File: src/rtl/addr_latch_pkg.sv
package addr_latch_pkg;

  // Mode word is {clr_n, en_n}
  typedef enum logic [1:0] {
    MD_DEMUX = 2'b00,
    MD_CLEAR = 2'b01,
    MD_WRITE = 2'b10,
    MD_HOLD  = 2'b11
  } lat_mode_e;

endpackage

File: src/rtl/lat_mode_dec.sv
module lat_mode_dec
  import addr_latch_pkg::*;
#(
  parameter int ADDR_W = 3,
  localparam int NBITS = 1 << ADDR_W
) (
  input  logic              en_n,
  input  logic              clr_n,
  input  logic [ADDR_W-1:0] addr,
  output lat_mode_e         mode,
  output logic [NBITS-1:0]  sel
);

  always_comb begin
    mode = lat_mode_e'({clr_n, en_n});
  end

  generate
    for (genvar k = 0; k < NBITS; k++) begin : g_sel
      assign sel[k] = (addr == ADDR_W'(k));
    end
  endgenerate

  always_comb begin
    a_sel_onehot_r8 : assert ($onehot(sel) || $isunknown(addr));
  end

endmodule

File: src/rtl/lat_bit_cell.sv
module lat_bit_cell
  import addr_latch_pkg::*;
(
  input  logic      clk,
  input  logic      rst,
  input  lat_mode_e mode,
  input  logic      sel,
  input  logic      din,
  output logic      q
);

  always_ff @(posedge clk) begin
    if (rst) begin
      q <= 1'b0;
    end else begin
      unique case (mode)
        MD_WRITE: if (sel) q <= din;
        MD_DEMUX: q <= sel ? din : 1'b0;
        MD_CLEAR: q <= 1'b0;
        default:  q <= q;
      endcase
    end
  end

  p_store_hold_r4 : assert property (@(posedge clk) disable iff (rst)
    (mode == MD_HOLD) |=> $stable(q));

  p_write_sel_r2 : assert property (@(posedge clk) disable iff (rst)
    (mode == MD_WRITE && sel) |=> (q == $past(din)));

endmodule

File: src/rtl/addr_latch.sv
module addr_latch
  import addr_latch_pkg::*;
#(
  parameter int ADDR_W = 3,
  localparam int NBITS = 1 << ADDR_W
) (
  input  logic              clk,
  input  logic              rst,
  input  logic              din,
  input  logic [ADDR_W-1:0] addr,
  input  logic              en_n,
  input  logic              clr_n,
  output logic [NBITS-1:0]  q
);

  lat_mode_e        mode;
  logic [NBITS-1:0] sel;

  lat_mode_dec #(.ADDR_W(ADDR_W)) u_dec (
    .en_n  (en_n),
    .clr_n (clr_n),
    .addr  (addr),
    .mode  (mode),
    .sel   (sel)
  );

  generate
    for (genvar k = 0; k < NBITS; k++) begin : g_bit
      lat_bit_cell u_cell (
        .clk  (clk),
        .rst  (rst),
        .mode (mode),
        .sel  (sel[k]),
        .din  (din),
        .q    (q[k])
      );
    end
  endgenerate

  p_reset_low_r1 : assert property (@(posedge clk)
    rst |=> (q == '0));

  p_clear_all_r6 : assert property (@(posedge clk) disable iff (rst)
    (!clr_n && en_n) |=> (q == '0));

  p_demux_single_r5 : assert property (@(posedge clk) disable iff (rst)
    (!clr_n && !en_n) |=> ($countones(q) <= 1));

  p_write_others_r3 : assert property (@(posedge clk) disable iff (rst)
    (clr_n && !en_n) |=>
      (((q ^ $past(q)) & ~(NBITS'(1) << $past(addr))) == '0));

endmodule

File: config.mk
export PLATFORM = sky130hd
export DESIGN_NAME = addr_latch
export DESIGN_NICKNAME = d
export VERILOG_FILES = /design/src/rtl/addr_latch_pkg.sv /design/src/rtl/lat_mode_dec.sv /design/src/rtl/lat_bit_cell.sv /design/src/rtl/addr_latch.sv
export SDC_FILE = /design/constraint.sdc
export NUM_CORES = 1
export LEC_CHECK = 0
export ABC_CLOCK_PERIOD_IN_PS = 2170
export BUFFER_PORTS_ARGS = -buffer_cell sky130_fd_sc_hd__buf_2
export CAP_MARGIN = 15
export CELL_PAD_IN_SITES_DETAIL_PLACEMENT = 1
export CELL_PAD_IN_SITES_GLOBAL_PLACEMENT = 2
export CORE_MARGIN = 2
export CORE_UTILIZATION = 32
export CTS_BUF_LIST = sky130_fd_sc_hd__clkbuf_4 sky130_fd_sc_hd__clkbuf_8
export DETAILED_ROUTE_END_ITERATION = 12
export HOLD_SLACK_MARGIN = 0.08
export PLACE_DENSITY_LB_ADDON = 0.25
export SLEW_MARGIN = 40
export SYNTH_ARGS = -nofsm -noshare
export SYNTH_HDL_FRONTEND = slang
export SYNTH_SLANG_ARGS = --single-unit
File: constraint.sdc
create_clock -name clk -period 2.17 [get_ports clk]
set_clock_uncertainty 0.2 [all_clocks]
set_input_delay 0.434 -clock clk [delete_from_list [all_inputs] [get_ports clk]]
set_output_delay 0.434 -clock clk [all_outputs]
set_load 0.005 [all_outputs]
==> results.txt <==
In this design, the stage delay of the slowest critical-path cell is 0.33 ns. For the first-pass GRT wire length, the log shows 1410 um. The count of instances resized after the clock tree is built is 0. The flow ran to the end, and the final reports show no timing, DRC or antenna violations. The HPWL after detailed placement is 731 um, and the number of maximum-capacitance constraint violations is 0. The synthesized design contains 0 enable-type register cells. The worst hold path belongs to the class reg -> reg. Type of destination of the critical path: a primary output. Among all stages on the critical path, the largest delay is contributed by dfxtp_1.

Mean instance size in the synthesized netlist: 10.6 um^2. For the overall global routing resource usage, the log shows 0.115. The run gives 0 as the setup violation total in the final timing report. The floorplan has 13 rows. Setup repair after global routing left no endpoint under its margin. The transition time at the pin with the least slew margin is 0.440 ns.

The die is 41.7 um wide. The logs give 0.299 mW for the total chip power and 0.25 ns for the clock latency at the later pin of the worst-skew pair. Walking the worst path, the cells encountered are buf_2. The logs give 0.614 ns for the worst-case setup slack after placement and 0 for the count of pins over their slew limit. The commonest cells after synthesis are buf_4 (8), dfxtp_1 (8), mux2i_1 (8), nand3b_1 (8), nor4b_1 (3). The largest registers in the layout are g_bit.u_cell.q x8. In this run the static leakage power is 0.208 nW.

Setup slack on the critical path of the routed design comes to 0.834 ns. The fraction of layout cells with a size suffix above 1 was 0.392. The clock passes through at most 2 buffers. The tree built by TritonCTS fans out to 8 sinks.

The part of the cycle the worst path needs was 0.616; the number of placed I/O pins was 16. The number of buffers created by CTS was 3; the number of global-route vias before repair was 312. The die footprint was 0.00174 mm^2; the part of the Yosys area used for sequential elements was 0.353. TritonCTS built the clock tree. The number of levels the H-tree was split into is 1.

The number of DRC violations after detailed-routing iteration 0 is 7, and the area share of the largest cell type after synthesis is 0.353. The register name with the most flops is g_bit.u_cell.q. Of all nets on the critical path, the largest fanout is 2.

Summed over all instances, the cell type with the most area after synthesis is dfxtp_1. The post-synthesis cell type count was 12; the number of buffers inserted for hold repair after clock tree synthesis was 0. The tools report the initial core utilization as 0.345. The total global routing overflow was 0; the layout overhead on the synthesized area was 10.5%. The CTS root buffer was clkbuf_4. Data on the critical path arrives at its endpoint at 0.70 ns.

STA puts the critical path data required time at 1.54 ns. The buffer count from post-CTS setup fixing came out at 0. The routability congestion estimate from global placement came out at 0.671.

By area the synthesized netlist is led by dfxtp_1 (35%), mux2i_1 (18%), buf_4 (13%). Measured along the y axis, the die boundary spans 41.7 um. After detailed routing, the average wire length per cell comes to 14.6 um.

The routed design could run at a clock period as short as 1.34 ns. Among all flip-flop cells after synthesis, the most frequent one is dfxtp_1. The clock-pin slew on the worst setup and hold paths came out at 0.06 ns. Entering global routing, the biggest net connects 10 pins. Across the VDD grid, the largest voltage drop is 0.000248 V. The final layout contains 61 nets. The number of detailed-route iterations in the first pass came out at 4. Counting every instance in the synthesized netlist gives 43. The final hold violation count is 0, and the DRC violation count after routing is 0. The standard cell core area is 0.00132 mm^2.

The classification of the worst setup path was reg -> out. After detailed placement, the total cell area comes to 479 um^2. After detailed routing, the number of vias per cell comes to 5.18.

The mapped netlist covers 454 um^2. For the number of warnings issued by yosys, the log shows 0. The relative slew slack is 0.702. The count of nets left with antenna violations once routing finished came out at 0. The final standard cell utilization of the core came out at 0.381. The cell family contributing the most delay on the critical path is flip-flops.

Number of antenna violations at the first check in global routing: 0. The count of buffering cells on the critical path with inverters included is 1, and the aggregate negative setup slack is 0 ns. The flip-flop count of the largest register after layout is 8, and the total number of vias is 342. The highest attainable clock frequency is 748 MHz. The number of register bits inferred by synthesis was 8; the fraction of synthesis flops using an asynchronous set or reset pin was 0. Wires add up to 963 um. After routing the design area is 502 um^2. The worst setup path is launched from a flip-flop.

Number of filler cells placed in the layout: 165. The count of buffers from port buffering works out to 15. For this design the ratio of total power to cell area is 596 mW/mm^2. The number of diodes added for antenna fixing was 0. The total nets after synthesis was 51.
-- metrics by stage --
| step | std cells | hold WS (ns) |
|---|---|---|
| 3_3_place_gp | 63 | 0.269 |
| 4_1_cts | 66 | 0.290 |
| 5_1_grt | 66 | 0.300 |
| 6_report | 66 | 0.286 |
| 3_5_place_dp | 63 | 0.276 |
| 2_1_floorplan | 43 | 0.262 |
-- logic make-up after synthesis --
group	after synthesis	share of synthesized area
and+or+nand+nor	17	0.320
buffers and inverters	10	0.152
muxes	8	0.176
DFF	8	0.353
-- layer usage --
layer  part of all wire  track usage  vias to the layer above
li1                   -            -                      170
met3              0.045       0.0261                        2
met4             0.0083       0.0774                        0
met5                  0            0                        -
met1               0.43        0.134                      161
met2               0.52        0.184                        9
-- worst paths after layout --
check                                                    start                        endpoint  slack (ns)  cells past startpoint
worst max-delay path            g_bit[0].u_cell.q$_SDFFE_PP0P_                            q[0]        0.83                      1
worst min-delay path            g_bit[3].u_cell.q$_SDFFE_PP0P_  g_bit[3].u_cell.q$_SDFFE_PP0P_        0.29                      2
worst max register to register  g_bit[1].u_cell.q$_SDFFE_PP0P_  g_bit[1].u_cell.q$_SDFFE_PP0P_        1.35                      2
worst min register to register  g_bit[3].u_cell.q$_SDFFE_PP0P_  g_bit[3].u_cell.q$_SDFFE_PP0P_        0.29                      2
-- power breakdown --
group          switching (mW)  internal [mW]
registers             0.00102          0.149
logic                  0.0170         0.0153
clock network          0.0533         0.0635
-- cell type report --
cell class	count	area, um^2	area share
Clock buffer	3	22.5	0.0449
Multi-Input combinational cell	25	225	0.449
Sequential cell	8	160	0.319
Tap cell	15	18.8	0.0374
Timing Repair Buffer	15	75.1	0.150
-- worst register-to-register path: cells and delay by family, from the launching register on --
kind,cells,cell delay [ns]
flip-flops,1,0.33
AND/OR/NAND/NOR,1,0.08
multiplexers,1,0.14
-- cell usage in the layout (no fill, tap or decap), drive strengths merged --
cell,instances
nor4,1
nor4b,3
nand4b,1
dfxtp,8
and4bb,3
nand3b,8
mux2i,8
buf,15
nand2b,1
clkbuf,3
No activity file was read; power rests on OpenSTA's default activity.
